**src/rtl/rtc_pkg.sv**
```systemverilog
package rtc_pkg;
  localparam int SEC_W = 6;
  localparam int MIN_W = 6;
  localparam int HR_W  = 5;
  localparam int DAY_W = 15;
  localparam int TOD_W = HR_W + MIN_W + SEC_W;
  localparam int TIME_W = DAY_W + TOD_W;

  localparam int NUM_EV = 7;
  localparam int EV_SEC = 0;
  localparam int EV_MIN = 1;
  localparam int EV_HR  = 2;
  localparam int EV_DAY = 3;
  localparam int EV_SW  = 4;
  localparam int EV_ALA = 5;
  localparam int EV_ALB = 6;

  typedef struct packed {
    logic [DAY_W-1:0] day;
    logic [HR_W-1:0]  hour;
    logic [MIN_W-1:0] min;
    logic [SEC_W-1:0] sec;
  } rtc_time_t;

  typedef enum logic [2:0] {
    ADDR_TIME  = 3'd0,
    ADDR_ALM_T = 3'd1,
    ADDR_ALM_F = 3'd2,
    ADDR_SW    = 3'd3,
    ADDR_IEN   = 3'd4,
    ADDR_STAT  = 3'd5
  } rtc_addr_e;
endpackage

```
**src/rtl/rtc_prescaler.sv**
```systemverilog
module rtc_prescaler #(
  parameter int W = 15
) (
  input  logic clk,
  input  logic rst_n,
  input  logic clr,
  input  logic en,
  output logic tick
);
  localparam logic [W-1:0] TOP = '1;
  logic [W-1:0] cnt;

  assign tick = en && !clr && (cnt == TOP);

  always_ff @(posedge clk or negedge rst_n) begin
    if (!rst_n)   cnt <= '0;
    else if (clr) cnt <= '0;
    else if (en)  cnt <= cnt + 1'b1;
  end
endmodule

```
**src/rtl/rtc_wrap_ctr.sv**
```systemverilog
module rtc_wrap_ctr #(
  parameter int W = 6,
  parameter logic [W-1:0] TOP = '1
) (
  input  logic         clk,
  input  logic         rst_n,
  input  logic         load,
  input  logic [W-1:0] load_val,
  input  logic         step,
  output logic [W-1:0] value,
  output logic [W-1:0] nxt,
  output logic         wrap
);
  // A value loaded above TOP also wraps on the next step.
  assign wrap = step && (value >= TOP);

  always_comb begin
    if (!step)     nxt = value;
    else if (wrap) nxt = '0;
    else           nxt = value + 1'b1;
  end

  always_ff @(posedge clk or negedge rst_n) begin
    if (!rst_n)    value <= '0;
    else if (load) value <= load_val;
    else           value <= nxt;
  end
endmodule

```
**src/rtl/rtc_stopwatch.sv**
```systemverilog
module rtc_stopwatch #(
  parameter int W = 16
) (
  input  logic         clk,
  input  logic         rst_n,
  input  logic         load,
  input  logic [W-1:0] load_val,
  input  logic         run,
  input  logic         tick,
  output logic [W-1:0] value,
  output logic         expire
);
  localparam logic [W-1:0] ONE = W'(1);

  assign expire = run && tick && !load && (value == ONE);

  always_ff @(posedge clk or negedge rst_n) begin
    if (!rst_n)                            value <= '0;
    else if (load)                         value <= load_val;
    else if (run && tick && value != '0)   value <= value - 1'b1;
  end
endmodule

```
**src/rtl/rtc_irq_ctrl.sv**
```systemverilog
module rtc_irq_ctrl #(
  parameter int N = 7
) (
  input  logic         clk,
  input  logic         rst_n,
  input  logic [N-1:0] set_ev,
  input  logic         clr_wr,
  input  logic [N-1:0] clr_mask,
  input  logic         en_wr,
  input  logic [N-1:0] en_val,
  output logic [N-1:0] status,
  output logic [N-1:0] enable,
  output logic         irq,
  output logic         wake
);
  logic [N-1:0] clr_eff;

  assign clr_eff = clr_wr ? clr_mask : '0;
  assign irq     = |(status & enable);

  always_ff @(posedge clk or negedge rst_n) begin
    if (!rst_n) begin
      status <= '0;
      enable <= '0;
      wake   <= 1'b0;
    end else begin
      // An event in the same cycle overrides the clear.
      status <= (status & ~clr_eff) | set_ev;
      wake   <= |(set_ev & enable);
      if (en_wr) enable <= en_val;
    end
  end
endmodule

```
**src/rtl/rtc_calendar_core.sv**
```systemverilog
module rtc_calendar_core
  import rtc_pkg::*;
#(
  parameter int PRESC_W = 15,
  parameter int SW_W    = 16
) (
  input  logic        clk,
  input  logic        rst_n,
  input  logic        tick_32k,
  input  logic        reg_wr,
  input  logic [2:0]  reg_addr,
  input  logic [31:0] reg_wdata,
  output logic [31:0] reg_rdata,
  output logic        irq,
  output logic        wake
);
  localparam logic [SEC_W-1:0] SEC_TOP = SEC_W'(59);
  localparam logic [MIN_W-1:0] MIN_TOP = MIN_W'(59);
  localparam logic [HR_W-1:0]  HR_TOP  = HR_W'(23);
  localparam logic [DAY_W-1:0] DAY_TOP = '1;

  logic wr_time, wr_alm_t, wr_alm_f, wr_sw, wr_ien, wr_stat;
  assign wr_time  = reg_wr && (reg_addr == ADDR_TIME);
  assign wr_alm_t = reg_wr && (reg_addr == ADDR_ALM_T);
  assign wr_alm_f = reg_wr && (reg_addr == ADDR_ALM_F);
  assign wr_sw    = reg_wr && (reg_addr == ADDR_SW);
  assign wr_ien   = reg_wr && (reg_addr == ADDR_IEN);
  assign wr_stat  = reg_wr && (reg_addr == ADDR_STAT);

  rtc_time_t  load_t;
  assign load_t = rtc_time_t'(reg_wdata[TIME_W-1:0]);

  logic sec_tick;
  rtc_prescaler #(.W(PRESC_W)) u_presc (
    .clk(clk), .rst_n(rst_n), .clr(wr_time), .en(tick_32k), .tick(sec_tick)
  );

  rtc_time_t time_q, time_nx;
  logic sec_wrap, min_wrap, hr_wrap, day_wrap;

  rtc_wrap_ctr #(.W(SEC_W), .TOP(SEC_TOP)) u_sec (
    .clk(clk), .rst_n(rst_n), .load(wr_time), .load_val(load_t.sec),
    .step(sec_tick), .value(time_q.sec), .nxt(time_nx.sec), .wrap(sec_wrap)
  );
  rtc_wrap_ctr #(.W(MIN_W), .TOP(MIN_TOP)) u_min (
    .clk(clk), .rst_n(rst_n), .load(wr_time), .load_val(load_t.min),
    .step(sec_wrap), .value(time_q.min), .nxt(time_nx.min), .wrap(min_wrap)
  );
  rtc_wrap_ctr #(.W(HR_W), .TOP(HR_TOP)) u_hr (
    .clk(clk), .rst_n(rst_n), .load(wr_time), .load_val(load_t.hour),
    .step(min_wrap), .value(time_q.hour), .nxt(time_nx.hour), .wrap(hr_wrap)
  );
  rtc_wrap_ctr #(.W(DAY_W), .TOP(DAY_TOP)) u_day (
    .clk(clk), .rst_n(rst_n), .load(wr_time), .load_val(load_t.day),
    .step(hr_wrap), .value(time_q.day), .nxt(time_nx.day), .wrap(day_wrap)
  );

  // Alarm registers
  logic [TOD_W-1:0]  alm_tod;
  logic [TIME_W-1:0] alm_full;

  always_ff @(posedge clk or negedge rst_n) begin
    if (!rst_n) begin
      alm_tod  <= '0;
      alm_full <= '0;
    end else begin
      if (wr_alm_t) alm_tod  <= reg_wdata[TOD_W-1:0];
      if (wr_alm_f) alm_full <= reg_wdata[TIME_W-1:0];
    end
  end

  // Alarms compare the time that this second tick is about to load.
  logic hit_tod, hit_full;
  assign hit_tod  = sec_tick && (time_nx[TOD_W-1:0] == alm_tod);
  assign hit_full = sec_tick && (time_nx == alm_full);

  logic [NUM_EV-1:0] status, enable, set_ev;
  logic [SW_W-1:0]   sw_val;
  logic              sw_expire;

  rtc_stopwatch #(.W(SW_W)) u_sw (
    .clk(clk), .rst_n(rst_n), .load(wr_sw), .load_val(reg_wdata[SW_W-1:0]),
    .run(enable[EV_SW]), .tick(sec_tick), .value(sw_val), .expire(sw_expire)
  );

  always_comb begin
    set_ev         = '0;
    set_ev[EV_SEC] = sec_tick;
    set_ev[EV_MIN] = sec_wrap;
    set_ev[EV_HR]  = min_wrap;
    set_ev[EV_DAY] = hr_wrap;
    set_ev[EV_SW]  = sw_expire;
    set_ev[EV_ALA] = hit_tod;
    set_ev[EV_ALB] = hit_full;
  end

  rtc_irq_ctrl #(.N(NUM_EV)) u_irq (
    .clk(clk), .rst_n(rst_n), .set_ev(set_ev),
    .clr_wr(wr_stat), .clr_mask(reg_wdata[NUM_EV-1:0]),
    .en_wr(wr_ien), .en_val(reg_wdata[NUM_EV-1:0]),
    .status(status), .enable(enable), .irq(irq), .wake(wake)
  );

  always_comb begin
    reg_rdata = '0;
    case (reg_addr)
      ADDR_TIME:  reg_rdata[TIME_W-1:0] = time_q;
      ADDR_ALM_T: reg_rdata[TOD_W-1:0]  = alm_tod;
      ADDR_ALM_F: reg_rdata[TIME_W-1:0] = alm_full;
      ADDR_SW:    reg_rdata[SW_W-1:0]   = sw_val;
      ADDR_IEN:   reg_rdata[NUM_EV-1:0] = enable;
      ADDR_STAT:  reg_rdata[NUM_EV-1:0] = status;
      default:    reg_rdata = '0;
    endcase
  end
endmodule

```
**config.mk**
```make
export PLATFORM = sky130hd
export DESIGN_NAME = rtc_calendar_core
export DESIGN_NICKNAME = d
export VERILOG_FILES = /design/src/rtl/rtc_pkg.sv /design/src/rtl/rtc_prescaler.sv /design/src/rtl/rtc_wrap_ctr.sv /design/src/rtl/rtc_stopwatch.sv /design/src/rtl/rtc_irq_ctrl.sv /design/src/rtl/rtc_calendar_core.sv
export SDC_FILE = /design/constraint.sdc
export NUM_CORES = 1
export LEC_CHECK = 0
export BUFFER_PORTS_ARGS = -buffer_cell sky130_fd_sc_hd__buf_4
export CAP_MARGIN = 20
export CORE_UTILIZATION = 63
export CTS_BUF_LIST = sky130_fd_sc_hd__clkbuf_2
export DETAILED_ROUTE_END_ITERATION = 16
export PLACE_DENSITY = 0.9
export RECOVER_POWER = 100
export REMOVE_ABC_BUFFERS = 1
export SLEW_MARGIN = 20
export SYNTH_ARGS = -nofsm -noshare
export SYNTH_HDL_FRONTEND = slang
export SYNTH_SLANG_ARGS = --single-unit
```
**constraint.sdc**
```tcl
create_clock -name clk -period 7.2 [get_ports clk]
set_clock_uncertainty 0.05 [all_clocks]
set_input_delay 0.36 -clock clk [delete_from_list [all_inputs] [get_ports clk]]
set_output_delay 0.36 -clock clk [all_outputs]
set_load 0.03 [all_outputs]
```
==> out/results.tsv <==
metric	value	unit
wl_per_cell	22.8	um
initial_utilization	0.646	
synth_cell_types	78	
coreArea	0.0132	mm^2
crit_path_end_kind	register	
worst-endpoint-required	7.81	ns
yosys_register_bits	127	
clk_latency	0.76	ns
drv_cap	4	
place_hpwl	19100	um
hold_viol_final	0	
fmax	179	MHz
clkSlewWorstSetupHoldPaths	0.20	ns
area_delta_synth_final	11.2	%
outcome	finished, violations left	
fillers	1074	
ctsResizeCount	0	
critPathLaunchType	input port	
wirelength	27200	um
cp_slowest_stage_delay	2.14	ns
synth_flop_cell	dfrtp_1	
dp_slack	2.83	ns
grt_pass1_wl	43000	um
die_y	119	um
slowest_stage	clkbuf_1	
layout.cells.most_common	dfrtp_1	
design_area	0.00951	mm^2
max-slew-margin-rel	-1.30	
path_cells	clkbuf_1 -> or4b_4 -> nand4_4 -> or4_1 -> nor2_1 -> or3_1 -> o31ai_1 -> nand4b_1 -> or4_1 -> o21ai_0	
tritoncts	done	
setup_viol	0	
num_antenna_cells	0	
fp.dieArea	0.0141	mm^2
cts_made_buffers	17	
slew_violations	226	
routed_via_density	6.73	
grt_max_degree	66	
power_density	242	mW/mm^2
avgSynthCellArea	9.20	um^2
grt_usage	0.402	
drc	0	
pin_count	73	
hold_path_class	in2reg	
grt_overflow	0	
drive_gt1_frac	0.152	
place.gp.congestion	0.978	
drt_iter0_drc	1082	
place_area	0.00908	mm^2
period_minus_slack	5.57	ns
rsz0062_at_grt	no	
first_pass_iters	6	
cts_root_buf	clkbuf_2	
leakagePower	3.76	nW
postRouteAntennaNets	0	
antenna_found_initial	0	
vdd_drop_max	202	uV
ff_latch_area	0.00318	mm^2
dr_total_vias	8002	
ys_seq_area_frac	0.371	
synthArstFlopShare	1.00	
postSynthCellCount	930	
final.setup.tns	0	ns
ys_warn_count	0	
cts.path.max_buffers	2	
utilization	0.718	
htreeDepth	4	
synth_area	0.00856	mm^2
synth_edf_count	0	
rows	42	
final_nets	1046	
dieWidth	119	um
multi_input_area	0.00501	mm^2
crit_top_cell	or4_1	
critPathArrivalTime	6.19	ns
final_cell_mix	127 x dfrtp_1, 95 x nor2_1, 87 x nand2_1	
io_buffers	72	
failed_checks	max-capacitance violations, max-slew violations	
clock_sinks	127	
max_slew.worst_pin.slew	3.46	ns
worstSetupPathType	in2reg	
grt_pass1_vias	7747	
finalWorstSetupSlack	1.63	ns
critical_path.max_fanout	46	
period_share	0.774	
layout make-up:
type,count,share of cell area
clock buffers,20,0.0105
clock inverters,12,0.0175
multi-input cells,724,0.526
repair buffers,112,0.0813
well taps,176,0.0231
inverters,18,0.00710
flip-flops and latches,127,0.334
critical path, delay by kind of cell:
kind / cells / cell delay, ns
simple gates: 7 / 3.32
buf+inv: 1 / 2.14
compound gates: 2 / 0.29
power breakdown:
part | leakage, nW | switching [mW] | internal, mW
Combinational | 2.04 | 0.390 | 0.326
Sequential | 1.55 | 0.233 | 0.847
Clock | 0.169 | 0.278 | 0.230
path summary, 6_finish.rpt:
check,start,to,slack (ns),depth (start not counted)
worst min register to register,u_irq.status[2],u_irq.status[2],0.49,2
max in group asynchronous,rst_n,u_presc.cnt[1],2.88,3
worst min-delay path,reg_wr,u_sw.value[2],0.17,5
min in group asynchronous,rst_n,alm_tod[1],1.23,2
worst max-delay path,reg_addr[1],u_irq.status[6],1.63,10
worst max register to register,u_min.value[0],u_irq.status[6],2.54,10
routing by layer:
metal / part of all wire / track usage / wire (um) / up-vias
li1: - / - / - / 3559
met1: 0.42 / 0.541 / 11300 / 3863
met2: 0.46 / 0.635 / 12500 / 494
met3: 0.087 / 0.0903 / 2350 / 86
met4: 0.037 / 0.149 / 1010 / 0
met5: 0 / 0 / 0 / -
registers in the layout, summed over array words and instances, names as in the netlist, 7 cells and up:
| name | count |
|---|---|
| alm_full | 32 |
| alm_tod | 17 |
| u_day.value | 15 |
| u_irq.enable | 7 |
| u_irq.status | 7 |
| u_presc.cnt | 15 |
| u_sw.value | 16 |
logic make-up (layout without fill, tap and decap cells):
| group | Yosys count | in the layout | synth area share |
|---|---|---|---|
| simple gates | 358 | 358 | 0.220 |
| compound gates | 200 | 200 | 0.155 |
| flops | 127 | 127 | 0.371 |
| mux | 98 | 98 | 0.140 |
| buf+inv | 79 | 162 | 0.0412 |
| xor+xnor | 60 | 60 | 0.0614 |
| fa+ha+maj | 8 | 8 | 0.0114 |
synthesized netlist by cell type, types with 19 or more instances:
cell type,n,share of area
a21oi_1,57,0.033
clkbuf_1,41,0.018
dfrtp_1,127,0.37
mux2_2,52,0.068
mux2i_1,34,0.040
nand2_1,86,0.038
nand3_1,26,0.015
nand4_1,22,0.016
nor2_1,95,0.042
nor4_1,19,0.014
o21ai_0,49,0.029
xnor2_1,40,0.041
xor2_1,20,0.020
stage by stage:
step | instances | power (mW) | hold slack (ns)
2_1_floorplan | 869 | 1.50 | 0.0144
3_3_place_gp | 1123 | 1.76 | 0.436
3_5_place_dp | 1123 | 1.78 | 0.447
4_1_cts | 1189 | 2.29 | 0.139
5_1_grt | 1189 | 2.41 | 0.168
6_report | 1189 | 2.31 | 0.168
repair_timing:
action | CTS | global route
buffers inserted | 0 | 0
endpoints found under the hold margin | 178 | 0
hold buffers | 34 | 0
endpoints found under the setup margin | 0 | 0
Note: power is estimated with default switching activity, not from simulation.
